`config.mk`:
```
export PLATFORM = sky130hd
export DESIGN_NAME = fcar_isolate_mon
export DESIGN_NICKNAME = d
export VERILOG_FILES = /design/src/rtl/fcm_pkg.sv /design/src/rtl/fcm_bit_timer.sv /design/src/rtl/fcm_evt_count.sv /design/src/rtl/fcm_iso_ctl.sv /design/src/rtl/fcar_isolate_mon.sv
export SDC_FILE = /design/constraint.sdc
export NUM_CORES = 1
export LEC_CHECK = 0
export ABC_AREA = 0
export BUFFER_PORTS_ARGS = -buffer_cell sky130_fd_sc_hd__buf_4
export CAP_MARGIN = 20
export CORE_UTILIZATION = 41
export CTS_BUF_LIST = sky130_fd_sc_hd__clkbuf_16
export DETAILED_ROUTE_END_ITERATION = 8
export GPL_TIMING_DRIVEN = 0
export PLACE_DENSITY = 0.63
export SLEW_MARGIN = 10
export SYNTH_ARGS = -nofsm -noshare
export SYNTH_HDL_FRONTEND = slang
export SYNTH_SLANG_ARGS = --single-unit
```
`constraint.sdc`:
```
create_clock -name clk -period 3.15 [get_ports clk]
set_input_delay 0.1575 -clock clk [delete_from_list [all_inputs] [get_ports clk]]
set_output_delay 0.1575 -clock clk [all_outputs]
set_load 0.01 [all_outputs]
```
`src/rtl/fcm_pkg.sv`:
```
package fcm_pkg;
  typedef enum logic {LINK_ON = 1'b0, LINK_OFF = 1'b1} iso_st_t;
  localparam int STICKY_POS = 15;
endpackage

```
`src/rtl/fcm_bit_timer.sv`:
```
module fcm_bit_timer #(
  parameter int LIMIT = 484
) (
  input  logic clk,
  input  logic rst,
  input  logic run,
  input  logic tick,
  output logic hit
);
  localparam int W = $clog2(LIMIT + 1);
  localparam logic [W-1:0] LAST = W'(LIMIT - 1);

  logic [W-1:0] cnt;

  assign hit = run && tick && (cnt == LAST);

  always_ff @(posedge clk) begin
    if (rst || !run) begin
      cnt <= '0;
    end else if (tick) begin
      if (cnt == LAST) cnt <= '0;
      else             cnt <= cnt + 1'b1;
    end
  end

  AST_TMR_BOUND: assert property (@(posedge clk) disable iff (rst)
    cnt <= LAST);
endmodule

```
`src/rtl/fcm_evt_count.sv`:
```
module fcm_evt_count #(
  parameter int CNT_W = 8
) (
  input  logic             clk,
  input  logic             rst,
  input  logic             inc,
  input  logic             rd,
  input  logic             dis_evt,
  output logic [CNT_W-1:0] cnt_o,
  output logic             sticky_o
);
  localparam logic [CNT_W-1:0] MAXV = {CNT_W{1'b1}};

  always_ff @(posedge clk) begin
    if (rst) begin
      cnt_o <= '0;
    end else if (rd) begin
      cnt_o <= inc ? CNT_W'(1) : '0;
    end else if (inc && cnt_o != MAXV) begin
      cnt_o <= cnt_o + 1'b1;
    end
  end

  always_ff @(posedge clk) begin
    if (rst)          sticky_o <= 1'b0;
    else if (dis_evt) sticky_o <= 1'b1;
    else if (rd)      sticky_o <= 1'b0;
  end

  AST_SAT_HOLD: assert property (@(posedge clk) disable iff (rst)
    (cnt_o == MAXV && !rd) |=> cnt_o == MAXV);
  AST_RD_CLR: assert property (@(posedge clk) disable iff (rst)
    (rd && !inc) |=> cnt_o == '0);
  AST_RD_KEEP: assert property (@(posedge clk) disable iff (rst)
    (rd && dis_evt) |=> sticky_o);
endmodule

```
`src/rtl/fcm_iso_ctl.sv`:
```
module fcm_iso_ctl
  import fcm_pkg::*;
(
  input  logic clk,
  input  logic rst,
  input  logic en,
  input  logic carrier_on,
  input  logic fc_ev,
  input  logic good_frame,
  input  logic long_hit,
  input  logic good_hit,
  input  logic idle_hit,
  output logic iso,
  output logic in_false,
  output logic dis_evt
);
  iso_st_t st;
  logic    prev_false;
  logic    recon;

  assign iso     = (st == LINK_OFF);
  assign dis_evt = (st == LINK_ON) && en && ((fc_ev && prev_false) || long_hit);
  assign recon   = (st == LINK_OFF) && (!en || good_hit || idle_hit);

  always_ff @(posedge clk) begin
    if (rst)          st <= LINK_ON;
    else if (dis_evt) st <= LINK_OFF;
    else if (recon)   st <= LINK_ON;
  end

  always_ff @(posedge clk) begin
    if (rst || !en || recon) prev_false <= 1'b0;
    else if (fc_ev)          prev_false <= 1'b1;
    else if (good_frame)     prev_false <= 1'b0;
  end

  always_ff @(posedge clk) begin
    if (rst)             in_false <= 1'b0;
    else if (fc_ev)      in_false <= 1'b1;
    else if (!carrier_on) in_false <= 1'b0;
  end

  AST_EN_GATE: assert property (@(posedge clk) disable iff (rst)
    !en |=> !iso);
  AST_CONSEC: assert property (@(posedge clk) disable iff (rst)
    (!iso && en && fc_ev && prev_false) |=> iso);
  AST_RECON: assert property (@(posedge clk) disable iff (rst)
    (iso && (good_hit || idle_hit)) |=> !iso);
endmodule

```
`src/rtl/fcar_isolate_mon.sv`:
```
module fcar_isolate_mon #(
  parameter int CNT_W   = 8,
  parameter int STAT_W  = 16,
  parameter int LONG_BT = 484,
  parameter int GOOD_BT = 480,
  parameter int IDLE_BT = 27500
) (
  input  logic              clk,
  input  logic              rst,
  input  logic              bit_tick,
  input  logic              carrier_on,
  input  logic              false_car,
  input  logic              good_frame,
  input  logic              idle_sym,
  input  logic              rptr_en,
  input  logic              disc_en,
  input  logic              stat_rd,
  output logic              mii_isolate,
  output logic [STAT_W-1:0] stat_word
);
  localparam int PAD_W = STAT_W - 1 - CNT_W;

  logic             en, fc_ev, in_false, dis_evt, iso;
  logic             long_hit, good_hit, idle_hit;
  logic             long_run, good_run, idle_run;
  logic [CNT_W-1:0] cnt;
  logic             sticky;

  assign en    = rptr_en && disc_en;
  assign fc_ev = false_car && carrier_on;

  assign long_run = in_false && carrier_on && en && !iso;
  assign good_run = iso && carrier_on && !in_false && !fc_ev;
  assign idle_run = iso && idle_sym && !carrier_on;

  fcm_bit_timer #(.LIMIT(LONG_BT)) u_long (
    .clk(clk), .rst(rst), .run(long_run), .tick(bit_tick), .hit(long_hit));
  fcm_bit_timer #(.LIMIT(GOOD_BT)) u_good (
    .clk(clk), .rst(rst), .run(good_run), .tick(bit_tick), .hit(good_hit));
  fcm_bit_timer #(.LIMIT(IDLE_BT)) u_idle (
    .clk(clk), .rst(rst), .run(idle_run), .tick(bit_tick), .hit(idle_hit));

  fcm_iso_ctl u_ctl (
    .clk(clk), .rst(rst), .en(en), .carrier_on(carrier_on), .fc_ev(fc_ev),
    .good_frame(good_frame), .long_hit(long_hit), .good_hit(good_hit),
    .idle_hit(idle_hit), .iso(iso), .in_false(in_false), .dis_evt(dis_evt));

  fcm_evt_count #(.CNT_W(CNT_W)) u_cnt (
    .clk(clk), .rst(rst), .inc(fc_ev), .rd(stat_rd), .dis_evt(dis_evt),
    .cnt_o(cnt), .sticky_o(sticky));

  assign mii_isolate = iso;

  generate
    if (PAD_W > 0) begin : g_pad
      assign stat_word = {sticky, {PAD_W{1'b0}}, cnt};
    end else begin : g_nopad
      assign stat_word = {sticky, cnt};
    end
  endgenerate

  AST_STICKY_ON_ISO: assert property (@(posedge clk) disable iff (rst)
    $rose(mii_isolate) |-> stat_word[STAT_W-1]);
  AST_PAD_ZERO: assert property (@(posedge clk) disable iff (rst)
    stat_word[STAT_W-2:CNT_W] == '0);
endmodule

```
After elaboration in Yosys (flattened, before gate mapping)
Index checks and enable logic that the tools add are counted.
- bitwise gates (word level): 1
- reductions and logical operators: 41
- equality and inequality tests: 5
- mux-type cells: 14
- $add $sub $neg: 4
- operators with widths (kind ; number):
    $logic_and A1 B1 Y1 ; 21
    $add A9 B1 Y9 const B ; 2
    $eq A9 B9 Y1 const B ; 2
    $mux W9 ; 2
    $mux W8 ; 2
    $add A15 B1 Y15 const B ; 1
    $eq A15 B15 Y1 const B ; 1
    $mux W15 ; 1
    $mux W1 ; 9
    $add A8 B1 Y8 const B ; 1
    $logic_not A1 Y1 ; 8
    $logic_or A1 B1 Y1 ; 8
    $ne A8 B8 Y1 const B ; 1
    $reduce_bool A2 Y1 ; 4
    $ne A2 B1 Y1 const B ; 1
    $not A1 Y1 ; 1
- input bits: 10
- flip-flop bits (word level): 45
- output and inout port bits: 17
- logic and storage cells: 73

Longest topological paths before layout
- word-level depth: 10
- mapped depth: 6
- mapped depth without buffers: 5

Hierarchy
A second synthesis with hierarchy kept.
- cells, all modules: 263
- area total of the unflattened synthesis: 2316.0 um^2
- modules (own cells, without submodules) (module ; sequential area each (um^2) ; cells each ; times used ; area an instance (um^2)):
    fcm_bit_timer at u_idle ; 300.3 ; 81 ; 1 ; 719.4
    fcm_evt_count ; 180.2 ; 53 ; 1 ; 488.0
    fcm_bit_timer at u_good ; 180.2 ; 49 ; 1 ; 436.7
    fcm_bit_timer at u_long ; 180.2 ; 50 ; 1 ; 427.9
    fcm_iso_ctl ; 60.1 ; 14 ; 1 ; 133.9
    fcar_isolate_mon ; 0.0 ; 16 ; 1 ; 110.1

Worst setup path after synthesis
Ideal clock, no wire load.
- path type: reg2reg
- start: register u_long.cnt[2]
- end: register u_long.cnt[8]
- clock period less this slack: 1511 ps
- buffers on the path: 1
- arrival time: 1385 ps
- setup time: 125 ps
- path slack: 1639 ps
- stages on the path, launching flop included: 6
- required time: 3025 ps
- path through: dfxtp_1 or4b_1 or3_4 nand2b_2 buf_6 a21oi_1
- longest elaborated chain between the ends: 2
- elaborated cells between the ends (all ways): 3
- classes of those cells: add/sub (1); eq/ne (1); mux (1)
- RTL lines (item ; RTL line ; text):
    from (decl) ; fcm_bit_timer.sv:13 ; logic [W-1:0] cnt;
    from (signal assigned) ; fcm_bit_timer.sv:22 ; else cnt <= cnt + 1'b1;
    $add A9 B1 Y9 / $eq A9 B9 Y1 (equally long branches) ; fcm_bit_timer.sv:22, fcm_bit_timer.sv:21 ;
    $mux W9 (*) ; fcm_bit_timer.sv:21 ; if (cnt == LAST) cnt <= '0;
Every way passes the cells marked *; elsewhere a longest branch is shown, timed or not.
A chain may end at the register's enable or synchronous reset.

Final worst setup path
Ends and elaborated chain as after synthesis.

==> flow_results.org <==
** Run status
- The flow ran to the end, and the final reports show no timing, DRC or antenna violations.

** Clock network
- CTS saw 45 sinks.
- CTS H-tree lvls :: 2
- Number of setup buffers added after CTS :: 0
- The number of hold buffers added after CTS was 0.
- Clock transition at the registers of the reported paths :: 0.06 ns
- TritonCTS built the clock tree.
- Worst-skew pair later-pin latency :: roughly 0.28 ns
- CTS resizes :: 0
- The cell sitting at the root of the clock tree is a sky130_fd_sc_hd__clkbuf_16.
- CTS buffer count :: 5
- Buffer depth of the longest clock path :: 2

** Global routing
- Via count of the first global-routing pass :: around 1600
- The initial antenna violation count is 0.
- Entering global routing, the biggest net connects 15 pins.
- The first global-routing pass estimated about 7000 um of wire.
- Global-route usage over all layers :: between 10% and 20%
- Total gr overflow :: 0

** Yosys
- Commonest cells post-synth :: 48 x sky130_fd_sc_hd__nor2_1, 45 x sky130_fd_sc_hd__dfxtp_1, 18 x sky130_fd_sc_hd__xnor2_1
- In the synthesized netlist, the number of instances is 242.
- The synthesized design contains 0 enable-type register cells.
- Yosys printed 0 warnings.
- The netlist uses 40 different library cells.
- After synthesis, flip-flops and latches occupy a little over two fifths of the total area.
- Netlist Area Pre-Place :: ~2100 sq um
- Top-count cell post-synth :: sky130_fd_sc_hd__nor2_1
- Among all flip-flop cells after synthesis, the most frequent one is sky130_fd_sc_hd__dfxtp_1.
- Share of synthesized registers carrying an async set or reset :: 0%
- Count of state elements after synthesis :: 45
- A synthesized cell averages 8.86 sq um.
- Top cell type's share of synthesized area :: roughly 42%
- sky130_fd_sc_hd__dfxtp_1 takes more of the synthesized area than any other cell.
- Ranking of synthesized cells by area :: sky130_fd_sc_hd__dfxtp_1 42%, sky130_fd_sc_hd__nor2_1 8.4%, sky130_fd_sc_hd__xnor2_1 7.4%, sky130_fd_sc_hd__xor2_1 6.1%, sky130_fd_sc_hd__nand4_1 4.1%

** Route
- The final route contains around 1700 vias.
- In this run the remaining antenna-violating nets after routing total 0.
- DRC violation total after the first TritonRoute iteration :: between 60 and 70
- In the final routed layout, each cell accounts on average for approximately 12 um.
- DRC violations left :: 0
- Vias per Instance :: 5.01
- For this block, the routed nets add up to between 4000 and 5000 um of wire.
- DR pass1 iterations :: 4

** Layout
- The repair_antennas step left the layout with diodes totalling 0.
- Compared with the post-synthesis result, the final layout area differs by 19.4%.
- In the final layout, the share of cells above drive strength 1 is about 15%.
- Layout Cell Area excl Fill :: 2560 sq um
- Fin nets :: between 200 and 300

** Floorplan
- Standard-cell rows :: 25
- Number of top-level design ports :: 27
- Horiz. Die Dim :: around 74 um
- The core region is 4880 sq um.
- Die ar. :: ~5500 sq um
- Die H :: 74.3 um
- For this configuration, the core starts out at a cell density of a little over two fifths.

** Worst setup path
- Of all nets on the critical path, the largest fanout is 8.
- The critical path is of the flop to flop type.
- Critical Path Max Stage Delay :: about 0.52 ns
- STA classifies the critical path startpoint as a flop.
- For the worst setup path, the data required time is between 3 and 4 ns.
- CP delay by family, top :: simple AND/OR/NAND/NOR gates
- Worst path cell trace :: or4b_1 -> or3_4 -> nand2b_2 -> buf_6 -> a21oi_1
- Data arrival time of the critical path :: between 1.5 and 2 ns
- Counting both buffers and inverters, the worst setup path holds a total of 1.
- The worst setup path is captured at a flop.
- R2R Setup Slk :: 1.53 ns
- The slowest stage of the critical path is the sky130_fd_sc_hd__or4b_1 cell.

** Power and ir drop
- Power share of the clock group :: around 49%
- Logic pwr share :: 3.7%
- In this run the power spent charging and discharging nets is 235 uW.
- Worst voltage drop across the vdd grid :: 0.269 mV
- Registers are responsible for 47.8% of the overall power.
- Of the total power, the share spent switching nets is ~20%.
- Dividing total power by cell area gives a power density of approximately 470 nW/um^2.
- For this design the static power due to leakage is 0.879 nW.
- Design internal power :: about 960 uW

** Timing
- Achievable frequency :: a little over 600 MHz
- The number of pins exceeding their max-slew limit in the final report was 0.
- For the final routed database, the setup TNS stands at 0 ns.
- Setup violations remaining at the end of the flow were counted as 0.
- The number of hold-slack violations in the final timing report is 0.
- The routed design could run at a clock period as short as roughly 1.6 ns.
- The clock arrives with roughly 0.0043 ns of skew.
- Fin crit share :: 51.3%
- Setup repair after global routing missed its margin :: no

** Place
- Buffers on Ports :: 19
- After legalization and detailed placement, the total HPWL measured a little under 3000 um.
- Routability-driven placement finished with a final weighted congestion of approximately 0.79.
- The placed instances occupy a cell area of about 2400 sq um.

** Run
- Number of max-capacitance violations reported :: 0

** Min path
- The min-delay analysis places its worst path in the category input port to flop.
==> cells by family (layout without fill, tap and decap cells) <==
kind of cell | Yosys count | in the layout | share of synthesized area, %
multiplexers | 4 | 4 | 1.87
flip-flops | 45 | 45 | 42.0
AND/OR/NAND/NOR | 121 | 121 | 29.9
buffers and inverters | 19 | 46 | 5.25
AO/OA/AOI/OAI | 15 | 15 | 4.96
adder cells (fa/ha/maj) | 4 | 4 | 2.34
other | 1 | 7 | 0.175
XOR/XNOR | 33 | 33 | 13.5
==> layout by cell type (no fill, tap or decap), types with 5 or more instances in the layout <==
master,Yosys,routed
sky130_fd_sc_hd__inv_1,5,5
sky130_fd_sc_hd__xor2_1,15,15
sky130_fd_sc_hd__nand2_1,12,12
sky130_fd_sc_hd__nand3_1,12,12
sky130_fd_sc_hd__buf_4,8,27
sky130_fd_sc_hd__nor2_1,48,48
sky130_fd_sc_hd__xnor2_1,18,18
sky130_fd_sc_hd__nand4_1,14,14
sky130_fd_sc_hd__conb_1,1,7
sky130_fd_sc_hd__dfxtp_1,45,45
sky130_fd_sc_hd__clkbuf_16,0,5
==> path summary, 6_finish.rpt <==
kind,start,end,cells after the start
hold / removal,rst,u_ctl.in_false,2
setup reg to reg,u_long.cnt[2],u_long.cnt[8],5
setup / recovery,u_long.cnt[2],u_long.cnt[8],5
hold reg to reg,u_ctl.prev_false,u_ctl.prev_false,2
==> flip-flops by register name, indices dropped and copies added (netlist names) <==
name and cells:
u_idle.cnt 15, u_good.cnt 9, u_long.cnt 9, u_cnt.cnt_o 8, u_cnt.sticky_o 1, u_ctl.in_false 1, u_ctl.iso 1, u_ctl.prev_false 1
==> power by group through the flow <==
stage,Combinational (mW),Sequential (mW),Clock [mW]
final,0.0438,0.573,0.583
after global routing,0.0491,0.572,0.626
after CTS,0.0441,0.572,0.599
after detailed placement,0.0440,0.585,0
after global placement,0.0435,0.585,0
after floorplan,0.0258,0.585,0
==> layout make-up <==
class | count | area (sq um)
tap | 67 | 83.8
timing repair buffer | 19 | 143
inverter | 5 | 18.8
fill | 484 | 2320
multi-input combinational | 184 | 1150
clock inverter | 3 | 41.3
sequential | 45 | 901
buffer | 14 | 93.8
clock buffer | 5 | 125
==> layer usage <==
| metal | track usage (%) | share of wire, % | up-vias |
|---|---|---|---|
| li1 | - | - | 897 |
| met4 | 5.66 | 1.1 | 0 |
| met1 | 21.6 | 49 | 782 |
| met2 | 28.1 | 46 | 29 |
| met5 | 0 | 0 | - |
| met3 | 4.61 | 4.1 | 4 |
==> per-stage QoR <==
stage,setup WS [ns],hold WS (ns),cells,power [mW],util (%)
4_1_cts,1.52,0.0826,342,1.22,52.4
2_1_floorplan,1.64,0.234,248,0.611,-
3_3_place_gp,1.54,0.385,334,0.629,49.0
3_5_place_dp,1.53,0.387,334,0.629,49.0
5_1_grt,1.35,0.0961,342,1.25,52.4
6_report,1.53,0.0906,342,1.20,52.4
No activity file was read; power rests on OpenSTA's default activity.
